### src/rtl/nbm_pkg.sv
package nbm_pkg;
  localparam int unsigned NBM_DATA_W   = 8;
  localparam int unsigned NBM_WEIGHT_W = 8;
  localparam int unsigned NBM_ACC_W    = 16;
  localparam int unsigned NBM_STAGES   = 3;
endpackage

### src/rtl/nbm_mult.sv
module nbm_mult #(
  parameter int unsigned DW = 8,
  parameter int unsigned WW = 8,
  parameter int unsigned AW = 16
) (
  input  logic          clk,
  input  logic          rst_n,
  input  logic          in_valid,
  input  logic          in_first,
  input  logic [DW-1:0] data,
  input  logic [WW-1:0] weight,
  output logic [AW-1:0] p_s,
  output logic [AW-1:0] p_c,
  output logic          p_first
);
  localparam int unsigned GRP = (WW + 3) / 4;
  localparam int unsigned NT  = GRP * 4;

  function automatic logic [2*AW-1:0] csa3(input logic [AW-1:0] x, input logic [AW-1:0] y,
                                           input logic [AW-1:0] z);
    logic [AW-1:0] s;
    logic [AW-1:0] c;
    s = x ^ y ^ z;
    c = ((x & y) | (x & z) | (y & z)) << 1;
    return {s, c};
  endfunction

  function automatic logic [AW-1:0] ref_mul(input logic [DW-1:0] a, input logic [WW-1:0] w);
    int wv;
    int pw;
    wv = 0;
    pw = 1;
    for (int i = 0; i < int'(WW); i++) begin
      if (w[i]) wv = wv + pw;
      pw = pw * -2;
    end
    return AW'(int'($signed(a)) * wv);
  endfunction

  // stage 1: operand capture, idle slots forced to a zero product
  logic          s1_v, s1_f;
  logic [DW-1:0] s1_a;
  logic [WW-1:0] s1_w;

  always_ff @(posedge clk or negedge rst_n) begin
    if (!rst_n) begin
      s1_v <= 1'b0;
      s1_f <= 1'b0;
      s1_a <= '0;
      s1_w <= '0;
    end else begin
      s1_v <= in_valid;
      s1_f <= in_first;
      s1_a <= in_valid ? data : '0;
      s1_w <= in_valid ? weight : '0;
    end
  end

  logic [AW-1:0] a_ext;
  logic [AW-1:0] term [NT];
  assign a_ext = {{(AW-DW){s1_a[DW-1]}}, s1_a};

  for (genvar i = 0; i < int'(NT); i++) begin : g_term
    if (i < int'(WW)) begin : g_live
      logic [AW-1:0] shifted;
      assign shifted = a_ext << i;
      if (i % 2 == 1) begin : g_neg
        assign term[i] = s1_w[i] ? ((~shifted) + AW'(1)) : '0;
      end else begin : g_pos
        assign term[i] = s1_w[i] ? shifted : '0;
      end
    end else begin : g_pad
      assign term[i] = '0;
    end
  end

  // stage 2: each group of four terms compressed to one carry-save pair
  logic [AW-1:0] grp_s [GRP];
  logic [AW-1:0] grp_c [GRP];
  logic [AW-1:0] s2_s  [GRP];
  logic [AW-1:0] s2_c  [GRP];
  logic          s2_f;

  for (genvar g = 0; g < int'(GRP); g++) begin : g_grp
    logic [AW-1:0] l1_s, l1_c;
    assign {l1_s, l1_c} = csa3(term[4*g], term[4*g+1], term[4*g+2]);
    assign {grp_s[g], grp_c[g]} = csa3(l1_s, l1_c, term[4*g+3]);
  end

  always_ff @(posedge clk or negedge rst_n) begin
    if (!rst_n) begin
      s2_f <= 1'b0;
      for (int g = 0; g < int'(GRP); g++) begin
        s2_s[g] <= '0;
        s2_c[g] <= '0;
      end
    end else begin
      s2_f <= s1_f;
      for (int g = 0; g < int'(GRP); g++) begin
        s2_s[g] <= grp_s[g];
        s2_c[g] <= grp_c[g];
      end
    end
  end

  // stage 3: group pairs folded into a single product pair
  logic [AW-1:0] fold_s, fold_c;
  always_comb begin
    fold_s = s2_s[0];
    fold_c = s2_c[0];
    for (int g = 1; g < int'(GRP); g++) begin
      {fold_s, fold_c} = csa3(fold_s, fold_c, s2_s[g]);
      {fold_s, fold_c} = csa3(fold_s, fold_c, s2_c[g]);
    end
  end

  always_ff @(posedge clk or negedge rst_n) begin
    if (!rst_n) begin
      p_s     <= '0;
      p_c     <= '0;
      p_first <= 1'b0;
    end else begin
      p_s     <= fold_s;
      p_c     <= fold_c;
      p_first <= s2_f;
    end
  end

  logic [AW-1:0] ref_prod;
  logic [AW-1:0] prod_total;
  assign ref_prod   = ref_mul(s1_a, s1_w);
  assign prod_total = p_s + p_c;


  product_value_chk: assert property (@(posedge clk) disable iff (!rst_n)
    s1_v |=> ##1 (prod_total == $past(ref_prod, 2)));


  idle_zero_chk: assert property (@(posedge clk) disable iff (!rst_n)
    !s1_v |=> ##1 (prod_total == '0));
endmodule

### src/rtl/nbm_acc.sv
module nbm_acc #(
  parameter int unsigned AW = 16
) (
  input  logic          clk,
  input  logic          rst_n,
  input  logic [AW-1:0] p_s,
  input  logic [AW-1:0] p_c,
  input  logic          p_first,
  output logic          snap_load,
  output logic [AW-1:0] snap_s,
  output logic [AW-1:0] snap_c
);
  function automatic logic [2*AW-1:0] csa3(input logic [AW-1:0] x, input logic [AW-1:0] y,
                                           input logic [AW-1:0] z);
    logic [AW-1:0] s;
    logic [AW-1:0] c;
    s = x ^ y ^ z;
    c = ((x & y) | (x & z) | (y & z)) << 1;
    return {s, c};
  endfunction

  logic [AW-1:0] acc_s, acc_c;
  logic [AW-1:0] mid_s, mid_c, nxt_s, nxt_c;

  assign {mid_s, mid_c} = csa3(acc_s, acc_c, p_s);
  assign {nxt_s, nxt_c} = csa3(mid_s, mid_c, p_c);

  always_ff @(posedge clk or negedge rst_n) begin
    if (!rst_n) begin
      acc_s <= '0;
      acc_c <= '0;
    end else if (p_first) begin
      acc_s <= p_s;
      acc_c <= p_c;
    end else begin
      acc_s <= nxt_s;
      acc_c <= nxt_c;
    end
  end

  assign snap_load = p_first;
  assign snap_s    = acc_s;
  assign snap_c    = acc_c;

  logic [AW-1:0] acc_total, prod_total;
  assign acc_total  = acc_s + acc_c;
  assign prod_total = p_s + p_c;


  frame_restart_chk: assert property (@(posedge clk) disable iff (!rst_n)
    p_first |=> (acc_total == $past(prod_total)));


  fold_sum_chk: assert property (@(posedge clk) disable iff (!rst_n)
    !p_first |=> (acc_total == AW'($past(acc_total) + $past(prod_total))));
endmodule

### src/rtl/nbm_ser.sv
module nbm_ser #(
  parameter int unsigned AW = 16
) (
  input  logic          clk,
  input  logic          rst_n,
  input  logic          load,
  input  logic [AW-1:0] ld_s,
  input  logic [AW-1:0] ld_c,
  output logic          ser_bit,
  output logic          ser_valid,
  output logic          ser_first
);
  localparam int unsigned CW = (AW > 1) ? $clog2(AW) : 1;
  localparam logic [CW-1:0] LAST = CW'(AW - 1);

  function automatic logic maj3(input logic x, input logic y, input logic z);
    return (x & y) | (x & z) | (y & z);
  endfunction

  logic [AW-1:0] sh_s, sh_c;
  logic          cy, busy;
  logic [CW-1:0] cnt;

  always_ff @(posedge clk or negedge rst_n) begin
    if (!rst_n) begin
      sh_s <= '0;
      sh_c <= '0;
      cy   <= 1'b0;
      busy <= 1'b0;
      cnt  <= '0;
    end else if (load) begin
      sh_s <= ld_s;
      sh_c <= ld_c;
      cy   <= 1'b0;
      busy <= 1'b1;
      cnt  <= '0;
    end else if (busy) begin
      sh_s <= sh_s >> 1;
      sh_c <= sh_c >> 1;
      cy   <= maj3(sh_s[0], sh_c[0], cy);
      cnt  <= cnt + CW'(1);
      if (cnt == LAST) busy <= 1'b0;
    end
  end

  assign ser_bit   = sh_s[0] ^ sh_c[0] ^ cy;
  assign ser_valid = busy;
  assign ser_first = busy && (cnt == '0);


  load_to_first_chk: assert property (@(posedge clk) disable iff (!rst_n)
    load |=> (ser_first && !cy));


  word_hold_chk: assert property (@(posedge clk) disable iff (!rst_n)
    (busy && !load && (cnt != LAST)) |=> ser_valid);


  word_end_chk: assert property (@(posedge clk) disable iff (!rst_n)
    (busy && !load && (cnt == LAST)) |=> !ser_valid);
endmodule

### src/rtl/nbm_mac.sv
module nbm_mac
  import nbm_pkg::*;
#(
  parameter int unsigned DW = NBM_DATA_W,
  parameter int unsigned WW = NBM_WEIGHT_W,
  parameter int unsigned AW = NBM_ACC_W
) (
  input  logic          clk,
  input  logic          rst_n,
  input  logic          frame_first,
  input  logic          in_valid,
  input  logic [DW-1:0] data_in,
  input  logic [WW-1:0] weight_in,
  output logic          ser_bit,
  output logic          ser_valid,
  output logic          ser_first
);
  logic [AW-1:0] prod_s, prod_c;
  logic          prod_first;
  logic          snap_load;
  logic [AW-1:0] snap_s, snap_c;

  nbm_mult #(.DW(DW), .WW(WW), .AW(AW)) u_mult (
    .clk      (clk),
    .rst_n    (rst_n),
    .in_valid (in_valid),
    .in_first (frame_first),
    .data     (data_in),
    .weight   (weight_in),
    .p_s      (prod_s),
    .p_c      (prod_c),
    .p_first  (prod_first)
  );

  nbm_acc #(.AW(AW)) u_acc (
    .clk       (clk),
    .rst_n     (rst_n),
    .p_s       (prod_s),
    .p_c       (prod_c),
    .p_first   (prod_first),
    .snap_load (snap_load),
    .snap_s    (snap_s),
    .snap_c    (snap_c)
  );

  nbm_ser #(.AW(AW)) u_ser (
    .clk       (clk),
    .rst_n     (rst_n),
    .load      (snap_load),
    .ld_s      (snap_s),
    .ld_c      (snap_c),
    .ser_bit   (ser_bit),
    .ser_valid (ser_valid),
    .ser_first (ser_first)
  );


  quiet_until_frame_chk: assert property (@(posedge clk) disable iff (!rst_n)
    (!ser_valid && !snap_load) |=> !ser_first);
endmodule

### config.mk
export PLATFORM = sky130hd
export DESIGN_NAME = nbm_mac
export DESIGN_NICKNAME = d
export VERILOG_FILES = /design/src/rtl/nbm_pkg.sv /design/src/rtl/nbm_mult.sv /design/src/rtl/nbm_acc.sv /design/src/rtl/nbm_ser.sv /design/src/rtl/nbm_mac.sv
export SDC_FILE = /design/constraint.sdc
export NUM_CORES = 1
export LEC_CHECK = 0
export BUFFER_PORTS_ARGS = -buffer_cell sky130_fd_sc_hd__buf_2
export CAP_MARGIN = 10
export CORE_UTILIZATION = 29
export CTS_CLUSTER_DIAMETER = 60
export DETAILED_ROUTE_END_ITERATION = 16
export GPL_ROUTABILITY_DRIVEN = 0
export HOLD_SLACK_MARGIN = 0.15
export PLACE_DENSITY = 0.52
export SLEW_MARGIN = 25
export SYNTH_ARGS = -nofsm -noshare
export SYNTH_HDL_FRONTEND = slang
export SYNTH_SLANG_ARGS = --single-unit
### constraint.sdc
create_clock -name clk -period 5.7 [get_ports clk]
set_clock_uncertainty 0.2 [all_clocks]
set_input_delay 0.285 -clock clk [delete_from_list [all_inputs] [get_ports clk]]
set_output_delay 0.285 -clock clk [all_outputs]
set_load 0.02 [all_outputs]
==> metrics <==
worst min-delay path category flop to flop; CP dominant cell by count sky130_fd_sc_hd__inv_1; Gates resized, CTS repair 0; launch point of the worst hold path u_mult.s1_f$_DFF_PN0_; setup total negative slack 0 ns; clock root cell sky130_fd_sc_hd__clkbuf_16; leading cell type by number of instances after synthesis sky130_fd_sc_hd__dfrtp_1; Net count, final 757; count of distinct cell types in the synthesized netlist 27; number of maximum-capacitance violations 0; Max Clk Rate roughly 350 MHz; via count between 4000 and 5000; r2r worst-path depth 8; CTS buffer count 17; number of global-route vias before repair 4630; total of hold buffers inserted after clock tree synthesis 35; category of the worst setup path launch point flop; area taken by flip-flops and latches 4110 um^2; Sinks on Clock Net 164; number of antenna-violating nets in the routed design 0; count of state elements after synthesis 164; final hold violations 0; predominant post-synthesis flop cell sky130_fd_sc_hd__dfrtp_1; Syn Nets 705; total met3 wirelength after detailed routing 362 um; peak fanout along the critical path 11; worst relative slew slack between 30% and 40%; static leakage roughly 4.7 nW; worst-margin pin slew 1.03 ns; top cell types by occurrence after synthesis sky130_fd_sc_hd__dfrtp_1, sky130_fd_sc_hd__fa_1, sky130_fd_sc_hd__and2_1; wirelength, routed 12800 um; top cells by area, synth sky130_fd_sc_hd__dfrtp_1, sky130_fd_sc_hd__fa_1, sky130_fd_sc_hd__and2_1, sky130_fd_sc_hd__mux2i_1, sky130_fd_sc_hd__mux2_2; worst setup margin 2.85 ns; Synth warnings 0; Critical R2R Capture u_mult.s2_s[19]$_DFF_PN0_; maximum root-to-sink buffer count 2; Clk Latency, worst-skew pair approximately 0.42 ns; ports placed on the boundary 23; Critical Path Max Stage Delay between 0.5 and 0.6 ns; total power density per cell area ~360 nW/um^2; H-tree Lvls 4; setup slack, reg-to-reg between 2 and 3 ns; detailed-routed wire length on met2 6130 um; multi-input combinational cell area 3740 um^2; clock tree from TritonCTS done; number of pins exceeding their max-slew limit in the final report 0; number of fill cells in the layout 2646; wire per inst 12.6 um; via density per instance 4.03; met1 layer wirelength in the final routing 6150 um; initial standard-cell utilization of the core roughly 30%; largest net degree at the start of global routing approximately 80; final routed DRC violation total 0; fraction of the yosys area taken by sequential cells 51.0%; cell count of the worst hold path 0; postcts setup bufs 0; top layer used by detailed routing met4; start of the worst register-to-register path u_mult.s1_a[0]$_DFF_PN0_; critical path's top delay family adder cells; global-route usage over all layers 10.2%; half-perimeter wire length after detailed placement 9260 um; Die Footprint between 20000 and 30000 um^2; Synth Area per Inst ~14 um^2; library cell contributing the largest single delay on the critical path sky130_fd_sc_hd__dfrtp_1; Area Growth Syn to Fin 17.8%; final standard cell utilization of the core a little over a third; worst slack at placement 2.87 ns; GRT Residual Overflow 0; share of async-settable or async-resettable flops after synthesis 100%; total core area between 20000 and 30000 um^2; fraction of synthesized cell area taken by the top area cell type 51.0%; wire length of the first global-routing pass between 20000 and 25000 um; fraction of layout cells with a size suffix above 1 12.8%; ant diodes 0; biggest area consumer among synthesized cells sky130_fd_sc_hd__dfrtp_1; Reg clk slew, reported paths 0.06 ns; unrepaired setup endpoints after global routing false; First-pass DRT Iterations 4; sequence of cells on the critical path inv_1 > ha_1 > xnor2_1 > and2_1 > fa_1 > inv_1 > fa_1 > inv_1; terminating pin of the worst hold path u_mult.s2_f$_DFF_PN0_; outcome finished, final reports clean; Worst Hold Margin between 0.1 and 0.15 ns; portion of the clock cycle consumed by the worst path in the final layout ~50%; Final setup violation count 0; post-synth design cell area 8050 um^2; Horiz. Die Dim about 170 um; Worst Path Arrival approximately 3.0 ns; CP Buf/Inv Count 3; Post-Synthesis Cells between 500 and 600; final critical path time including I/O delays and setup ~2.8 ns; critical setup path kind flop to flop; maximum vdd ir drop 0.171 mV; initial antenna violation count 0; port bufs 22; post-route total power 3.44 mW; number of enable flip-flop cells after synthesis 0; nature of the critical path endpoint flop; 1st-iter DRT viols 167; Cell Rows 60; die outline height 169 um; required time of the critical path about 5.8 ns
[where the power goes]
part / total (mW) / switching [mW] / internal (mW)
sequential: 1.58 / 0.176 / 1.40
combinational: 0.735 / 0.335 / 0.400
clock: 1.13 / 0.433 / 0.695
total: 3.44 / 0.945 / 2.50
[cells by family (layout without fill, tap and decap cells)]
| kind of cell | count (synthesis) | count (layout) | share of synthesized area (%) |
|---|---|---|---|
| buffers and inverters | 52 | 116 | 2.52 |
| xor gates and xnor gates | 23 | 23 | 2.50 |
| muxes | 57 | 57 | 7.49 |
| and+or+nand+nor | 151 | 151 | 10.5 |
| DFF | 164 | 164 | 51.0 |
| AOI/OAI and AO/OA | 34 | 34 | 2.24 |
| adders and majority gates | 102 | 102 | 23.8 |
[metrics by stage]
step,std cells,instance area (um^2)
after floorplan,583,8050
after global placement,953,8550
after detailed placement,953,8550
after CTS,1019,9480
after global routing,1019,9480
final,1019,9480
[routing by layer]
| layer | track usage (%) | vias to the layer above |
|---|---|---|
| li1 | - | 1957 |
| met1 | 13.6 | 2080 |
| met2 | 15.7 | 54 |
| met3 | 2.55 | 12 |
| met4 | 4.19 | 0 |
| met5 | 0 | - |
[cell type report]
class                           count  area share, %
Timing Repair Buffer               60           5.16
Clock buffer                       21           4.75
Clock inverter                     10           1.41
Multi-Input combinational cell    367           39.5
Inverter                           25          0.989
Tap cell                          372           4.91
Sequential cell                   164           43.3
[registers in the layout (all words and copies together), names as in the netlist]
| register | flops |
|---|---|
| u_acc.snap_c | 14 |
| u_acc.snap_s | 16 |
| u_mult.p_c | 11 |
| u_mult.p_first | 1 |
| u_mult.p_s | 16 |
| u_mult.s1_a | 8 |
| u_mult.s1_f | 1 |
| u_mult.s1_w | 8 |
| u_mult.s2_c | 22 |
| u_mult.s2_f | 1 |
| u_mult.s2_s | 28 |
| u_ser.cnt | 4 |
| u_ser.cy | 1 |
| u_ser.ser_valid | 1 |
| u_ser.sh_c | 16 |
| u_ser.sh_s | 16 |
[how the worst max path moves through the flow]
stage | from | to | slack, ns | cells after the start
after floorplan | u_mult.s1_a[0]$_DFF_PN0_ | u_mult.s2_s[9]$_DFF_PN0_ | 3.04 | 8
after global placement | u_mult.s1_a[0]$_DFF_PN0_ | u_mult.s2_s[21]$_DFF_PN0_ | 2.93 | 7
after detailed placement | u_mult.s1_a[0]$_DFF_PN0_ | u_mult.s2_s[19]$_DFF_PN0_ | 2.87 | 8
after CTS | u_mult.s1_a[0]$_DFF_PN0_ | u_mult.s2_s[19]$_DFF_PN0_ | 2.86 | 8
after global routing | u_mult.s1_a[0]$_DFF_PN0_ | u_mult.s2_s[21]$_DFF_PN0_ | 2.71 | 7
final | u_mult.s1_a[0]$_DFF_PN0_ | u_mult.s2_s[19]$_DFF_PN0_ | 2.85 | 8
[cells in the final DEF (no fill, tap or decap), drive strengths merged, types with 3 or more instances in the layout]
cell	count
xor2	7
and2	75
ha	17
dfrtp	164
clkinv	5
nor2b	3
mux2i	31
o21ai	30
dlygate4sd3	35
inv	25
bufinv	3
nor2	13
nand2	44
xnor2	16
nor3b	7
clkbuf	21
mux2	26
fa	85
buf	25
No activity file was read; power rests on OpenSTA's default activity.
